$ cat config.mk
export PLATFORM = sky130hd
export DESIGN_NAME = gpio_quad_port
export DESIGN_NICKNAME = d
export VERILOG_FILES = /design/src/rtl/gpio_port_pkg.sv /design/src/rtl/gpio_in_sync.sv /design/src/rtl/gpio_regs.sv /design/src/rtl/gpio_read_mux.sv /design/src/rtl/gpio_quad_port.sv
export SDC_FILE = /design/constraint.sdc
export NUM_CORES = 1
export LEC_CHECK = 0
export BUFFER_PORTS_ARGS = -buffer_cell sky130_fd_sc_hd__buf_2
export CORE_UTILIZATION = 40
export DETAILED_ROUTE_END_ITERATION = 10
export PLACE_DENSITY_LB_ADDON = 0.05
export SYNTH_ARGS = -nofsm -noshare
export SYNTH_HDL_FRONTEND = slang
export SYNTH_HIERARCHICAL = 1
export SYNTH_SLANG_ARGS = --single-unit
$ cat constraint.sdc
create_clock -name clk -period 1.4 [get_ports clk]
set_input_delay 0.14 -clock clk [delete_from_list [all_inputs] [get_ports clk]]
set_output_delay 0.14 -clock clk [all_outputs]
set_load 0.02 [all_outputs]
$ cat src/rtl/gpio_port_pkg.sv
package gpio_port_pkg;
  localparam int BUS_ADDR_W = 2;

  typedef enum logic [BUS_ADDR_W-1:0] {
    SEL_PINS  = 2'd0,
    SEL_LATCH = 2'd1,
    SEL_DIR   = 2'd2,
    SEL_SPARE = 2'd3
  } reg_sel_e;
endpackage

$ cat src/rtl/gpio_in_sync.sv
module gpio_in_sync #(
  parameter int WIDTH = 4
) (
  input  logic             clk,
  input  logic             rst_n,
  input  logic [WIDTH-1:0] async_in,
  output logic [WIDTH-1:0] sync_out
);
  logic [WIDTH-1:0] stage1_q, stage2_q;
  logic [WIDTH-1:0] stage1_d, stage2_d;

  always_comb begin
    stage1_d = async_in;
    stage2_d = stage1_q;
  end

  always_ff @(posedge clk or negedge rst_n) begin
    if (!rst_n) begin
      stage1_q <= '0;
      stage2_q <= '0;
    end else begin
      stage1_q <= stage1_d;
      stage2_q <= stage2_d;
    end
  end

  assign sync_out = stage2_q;
endmodule

$ cat src/rtl/gpio_regs.sv
module gpio_regs
  import gpio_port_pkg::*;
#(
  parameter int NUM_BIDIR = 3,
  parameter int DATA_W    = 8
) (
  input  logic                  clk,
  input  logic                  rst_n,
  input  logic                  wr_en,
  input  logic [BUS_ADDR_W-1:0] addr,
  input  logic [DATA_W-1:0]     wdata,
  output logic [NUM_BIDIR-1:0]  lat_q,
  output logic [DATA_W-1:0]     dir_q
);
  localparam logic [DATA_W-1:0] DIR_MASK  = ~(DATA_W'(1) << NUM_BIDIR);
  localparam logic [DATA_W-1:0] DIR_RESET = DIR_MASK;

  logic [NUM_BIDIR-1:0] lat_d;
  logic [DATA_W-1:0]    dir_d;
  logic                 lat_load, dir_load;

  always_comb begin
    lat_load = wr_en && ((addr == SEL_PINS) || (addr == SEL_LATCH));
    dir_load = wr_en && (addr == SEL_DIR);
    lat_d    = lat_q;
    dir_d    = dir_q;
    if (lat_load) lat_d = wdata[NUM_BIDIR-1:0];
    if (dir_load) dir_d = wdata & DIR_MASK;
  end

  always_ff @(posedge clk or negedge rst_n) begin
    if (!rst_n) begin
      lat_q <= '0;
      dir_q <= DIR_RESET;
    end else begin
      if (lat_load) lat_q <= lat_d;
      if (dir_load) dir_q <= dir_d;
    end
  end

  // both the pin-read address and the latch address load the latch
  assert_latch_load_R3: assert property (@(posedge clk) disable iff (!rst_n)
    (wr_en && (addr == SEL_PINS || addr == SEL_LATCH)) |=> lat_q == $past(wdata[NUM_BIDIR-1:0]));
  // the spare address and idle cycles leave the registers alone
  assert_spare_hold_R11: assert property (@(posedge clk) disable iff (!rst_n)
    (!wr_en || addr == SEL_SPARE) |=> ($stable(lat_q) && $stable(dir_q)));
  // direction bit of the input-only pin never becomes 1
  assert_dir_bit3_R5: assert property (@(posedge clk) disable iff (!rst_n)
    !dir_q[NUM_BIDIR]);
endmodule

$ cat src/rtl/gpio_read_mux.sv
module gpio_read_mux
  import gpio_port_pkg::*;
#(
  parameter int NUM_BIDIR = 3,
  parameter int DATA_W    = 8
) (
  input  logic [BUS_ADDR_W-1:0] addr,
  input  logic [NUM_BIDIR:0]    pins_sync,
  input  logic [NUM_BIDIR-1:0]  analog_sel,
  input  logic                  mclr_en,
  input  logic [NUM_BIDIR-1:0]  lat_q,
  input  logic [DATA_W-1:0]     dir_q,
  output logic [DATA_W-1:0]     rdata
);
  localparam int NUM_PINS = NUM_BIDIR + 1;

  logic [NUM_PINS-1:0] pin_view;

  for (genvar i = 0; i < NUM_BIDIR; i++) begin : g_bidir_view
    assign pin_view[i] = pins_sync[i] & ~analog_sel[i];
  end
  assign pin_view[NUM_BIDIR] = pins_sync[NUM_BIDIR] & ~mclr_en;

  always_comb begin
    rdata = '0;
    unique case (addr)
      SEL_PINS:  rdata = {{(DATA_W-NUM_PINS){1'b0}}, pin_view};
      SEL_LATCH: rdata = {{(DATA_W-NUM_BIDIR){1'b0}}, lat_q};
      SEL_DIR:   rdata = dir_q;
      default:   rdata = '0;
    endcase
  end
endmodule

$ cat src/rtl/gpio_quad_port.sv
module gpio_quad_port
  import gpio_port_pkg::*;
#(
  parameter int NUM_BIDIR    = 3,
  parameter int DATA_W       = 8,
  parameter bit PORT_PRESENT = 1'b1
) (
  input  logic        clk,
  input  logic        rst_n,
  input  logic [1:0]  bus_addr,
  input  logic        bus_wr_en,
  input  logic [7:0]  bus_wdata,
  output logic [7:0]  bus_rdata,
  input  logic [2:0]  cfg_analog,
  input  logic        cfg_mclr_en,
  input  logic [3:0]  pad_in,
  output logic [2:0]  pad_out,
  output logic [2:0]  pad_oe,
  output logic        mclr_n,
  output logic [3:0]  psp_ctrl
);
  localparam int NUM_PINS = NUM_BIDIR + 1;
  localparam int PSP_W    = DATA_W - NUM_PINS;

  // reset-pin mux stays alive in every variant
  assign mclr_n = cfg_mclr_en ? pad_in[NUM_BIDIR] : 1'b1;

  if (PORT_PRESENT) begin : g_port
    logic [NUM_PINS-1:0]  pins_sync;
    logic [NUM_BIDIR-1:0] lat_q;
    logic [DATA_W-1:0]    dir_q;

    gpio_in_sync #(.WIDTH(NUM_PINS)) u_sync (
      .clk      (clk),
      .rst_n    (rst_n),
      .async_in (pad_in),
      .sync_out (pins_sync)
    );

    gpio_regs #(.NUM_BIDIR(NUM_BIDIR), .DATA_W(DATA_W)) u_regs (
      .clk   (clk),
      .rst_n (rst_n),
      .wr_en (bus_wr_en),
      .addr  (bus_addr),
      .wdata (bus_wdata),
      .lat_q (lat_q),
      .dir_q (dir_q)
    );

    gpio_read_mux #(.NUM_BIDIR(NUM_BIDIR), .DATA_W(DATA_W)) u_rmux (
      .addr       (bus_addr),
      .pins_sync  (pins_sync),
      .analog_sel (cfg_analog),
      .mclr_en    (cfg_mclr_en),
      .lat_q      (lat_q),
      .dir_q      (dir_q),
      .rdata      (bus_rdata)
    );

    assign pad_out  = lat_q;
    assign pad_oe   = ~dir_q[NUM_BIDIR-1:0];
    assign psp_ctrl = dir_q[DATA_W-1 -: PSP_W];

    // a direction write shows on the driver enables one edge later
    assert_oe_dir_R1: assert property (@(posedge clk) disable iff (!rst_n)
      (bus_wr_en && bus_addr == SEL_DIR) |=> pad_oe == ~$past(bus_wdata[NUM_BIDIR-1:0]));
    // latch read equals what is driven toward the pads
    assert_latch_read_R2: assert property (@(posedge clk) disable iff (!rst_n)
      (bus_addr == SEL_LATCH) |-> bus_rdata == {{(DATA_W-NUM_BIDIR){1'b0}}, pad_out});
    // analog pins never read 1 on the pin-read path
    assert_analog_zero_R4: assert property (@(posedge clk) disable iff (!rst_n)
      (bus_addr == SEL_PINS) |-> (bus_rdata[NUM_BIDIR-1:0] & cfg_analog) == '0);
    // pin 3 reads 0 while it serves as master-clear
    assert_mclr_zero_R6: assert property (@(posedge clk) disable iff (!rst_n)
      (bus_addr == SEL_PINS && cfg_mclr_en) |-> !bus_rdata[NUM_BIDIR]);
    // a direction write shows on the exported control bits one edge later
    assert_psp_R7: assert property (@(posedge clk) disable iff (!rst_n)
      (bus_wr_en && bus_addr == SEL_DIR) |=> psp_ctrl == $past(bus_wdata[DATA_W-1 -: PSP_W]));
  end else begin : g_absent
    assign bus_rdata = '0;
    assign pad_out   = '0;
    assign pad_oe    = '0;
    assign psp_ctrl  = '0;
  end
endmodule

==> reports/qor.yml <==
place:
  dp_cells: 117
  place_hpwl_microns: 1020
  gp_congestion: 0.685
  portBuffers: 38
  dp_slack_ns: 0.171
synthesis:
  synth_mux_area_share_pct: 14.3
  ys_seq_area_share_pct: 58.4
  synth_top_family_by_area: "simple AND/OR/NAND/NOR gates"
  yosysTopAreaCell: "dfrtp_1"
  synth-xor-area-share_pct: 0
  synth_area_sq_um: 786
  synth-compound-area-share_pct: 1.75
  synth_area_leaders: "dfrtp_1 35%, dfstp_2 23%, mux2_2 14%"
  yosysWarnings: 6
  synth_top_cell_area_share_pct: 35.0
  ys_ff_latch: 18
  synth.avg_cell_area_sq_um: 13.8
  ys_types: 20
  synthCells: 57
  synthSimpleGateAreaFrac_pct: 19.7
  synthAdderAreaFrac_pct: 0
  synth_fp_nets: 78
detailed_routing:
  wl_per_cell_microns: 11.4
  drc_errors: 0
  final_antenna_net_count: 0
  drtIter0Drc: 1
  vias: 587
  drt_wl_total_microns: 1440
  via_per_inst: 4.66
  first_pass_iters: 2
clock_tree:
  clk_latency_ns: 0.29
  cts_tree: "yes"
  cts_inserted_buffers: 3
  cts.sinks: 18
  cts_root_buf: "clkbuf_4"
  cts_setup_buffers: 0
  clkTransAtPathRegs_ns: 0.10
  h-tree-depth: 1
  clockBufferDepth: 2
finish:
  area_growth_pct: 40.8
  final_cell_mix: "34 x buf_2, 11 x dfrtp_1, 10 x mux2_2"
  post-route-util_pct: 62.0
  multi_input_area_sq_um: 307
  drive_gt1_share_pct: 65.3
  n_antenna_cell: 0
  nNetsFinal: 123
  seq_area_sq_um: 459
  fin_cells: 126
  final_common_cell: "buf_2"
  fill_cells: 171
timing:
  rsz0062_at_grt: "true"
  setup_viol: 1
  max_freq_mhz: 705
  finalClockSkew_ns: 0.000293
  drv_slew: 0
  finalCritPeriodShare_pct: 101
  period_minus_slack_ns: 1.42
  worst_slack_ns: -0.0184
  hold_violations: 0
pwr:
  ir_drop_v: 0.000726
  p_per_area_mw_per_mm2: 1180
  leakage_uw: 0.000556
floorplan:
  die_h_microns: 46.3
  core_sq_mm: 0.00178
  die_w_microns: 46.3
  initial_core_util_pct: 44.1
  die_area_sq_mm: 0.00215
  num_rows: 15
  pin_count: 40
grt:
  grt_max_degree: 19
  grt-ovfl-total: 0
  grt_util_all_layers_pct: 15.3
  antenna_found_initial: 0
  grt_pass1_vias: 528
  grt_first_pass_wirelength_microns: 2250
setup_path:
  critPathKind: "register to output pin"
  max_stage_delay_ns: 0.45
  crit_arrival_ns: 1.28
  crit_chain: "or4b_4, nand3_2, buf_6"
  cp_max_fo: 1
  startpoint_type: "register"
  critical_path.top_delay_family: "simple AND/OR/NAND/NOR gates"
  critPathBufInv: 1
  end_kind: "output pin"
  critPathSlowestCell: "or4b_4"
  worstPathRequired_ns: 1.26
run_status:
  status: "finished, violations left"
  violations: "negative setup slack"
flow_run:
  cap_violations: 0
hold_path:
  hold_path.class: "input pin to register"
routing by layer:
| metal | part of all wire, % | global-route usage, % | up-vias |
|---|---|---|---|
| li1 | - | - | 281 |
| met3 | 5.6 | 3.53 | 2 |
| met4 | 0.98 | 5.29 | 0 |
| met2 | 48 | 25.3 | 29 |
| met1 | 46 | 19.4 | 275 |
| met5 | 0 | 0 | - |
logic make-up (layout without fill, tap and decap cells):
group           count (synthesis)  count (layout)
simple gates                   20              20
mux                            10              10
flops                          18              18
compound gates                  2               2
buf+inv                         6              50
other cells                     1               1
per-stage QoR:
| stage | area [sq um] | hold WS (ns) | TNS, ns | power, uW |
|---|---|---|---|---|
| 2_1_floorplan | 786 | -0.156 | 0 | 852 |
| 3_3_place_gp | 977 | 0.0866 | 0 | 966 |
| 3_5_place_dp | 977 | 0.0841 | 0 | 971 |
| 4_1_cts | 1090 | 0.0642 | -0.0784 | 1320 |
| 5_1_grt | 1110 | 0.0673 | -0.235 | 1380 |
| 6_report | 1110 | 0.0731 | -0.0184 | 1310 |
timing repair:
action	4_1_cts	5_1_grt
endpoints found under the hold margin	15	0
pin swaps	3	0
gates resized for setup	8	4
hold buffers	5	0
endpoints found under the setup margin	4	4
cell type report:
type,count,area share [%]
Timing Repair Buffer,43,23.6
Sequential cell,18,41.5
Tap cell,25,2.83
Multi-Input combinational cell,33,27.7
Clock buffer,4,3.28
Inverter,3,1.02
cell usage after synthesis:
cell type	number
or3b_1	1
buf_4	1
conb_1	1
nor4b_1	1
inv_1	3
dfrtp_1	11
nand2_1	1
nand3_1	2
nand3b_1	4
mux2_2	10
nand3b_4	1
a21oi_1	1
and3b_2	1
dfstp_2	7
nand2b_1	2
or4b_1	2
a211o_1	1
buf_6	2
nor2b_1	1
and2_1	4
sequential cells by signal, indices dropped and copies added (netlist names):
register                flops
g_port.u_regs/lat_q         3
g_port.u_sync/stage1_q      4
g_port.u_sync/sync_out      4
g_port.u_regs/dir_q         7
final timing paths:
kind / start / end / slack [ns] / cells after the start
worst max-delay path: g_port.u_sync/sync_out[2]$_DFF_PN0_ / bus_rdata[2] / -0.02 / 3
worst min-delay path: bus_wdata[7] / g_port.u_regs/dir_q[7]$_DFFE_PN1P_ / 0.07 / 2
worst max register to register: g_port.u_regs/lat_q[0]$_DFFE_PN0P_ / g_port.u_regs/lat_q[0]$_DFFE_PN0P_ / 0.63 / 1
worst min register to register: g_port.u_sync/stage1_q[0]$_DFF_PN0_ / g_port.u_sync/sync_out[0]$_DFF_PN0_ / 0.36 / 0
max in group asynchronous: rst_n / g_port.u_regs/dir_q[0]$_DFFE_PN1P_ / 0.79 / 2
min in group asynchronous: rst_n / g_port.u_regs/lat_q[2]$_DFFE_PN0P_ / 0.29 / 2
where the power goes:
part / leakage [uW] / switching (uW) / total (uW) / internal (uW)
Clock: 0.0000210 / 158 / 316 / 158
Combinational: 0.000333 / 185 / 345 / 159
Sequential: 0.000202 / 37.9 / 649 / 611
Total: 0.000556 / 381 / 1310 / 929
(Power assumes the default switching activity.)
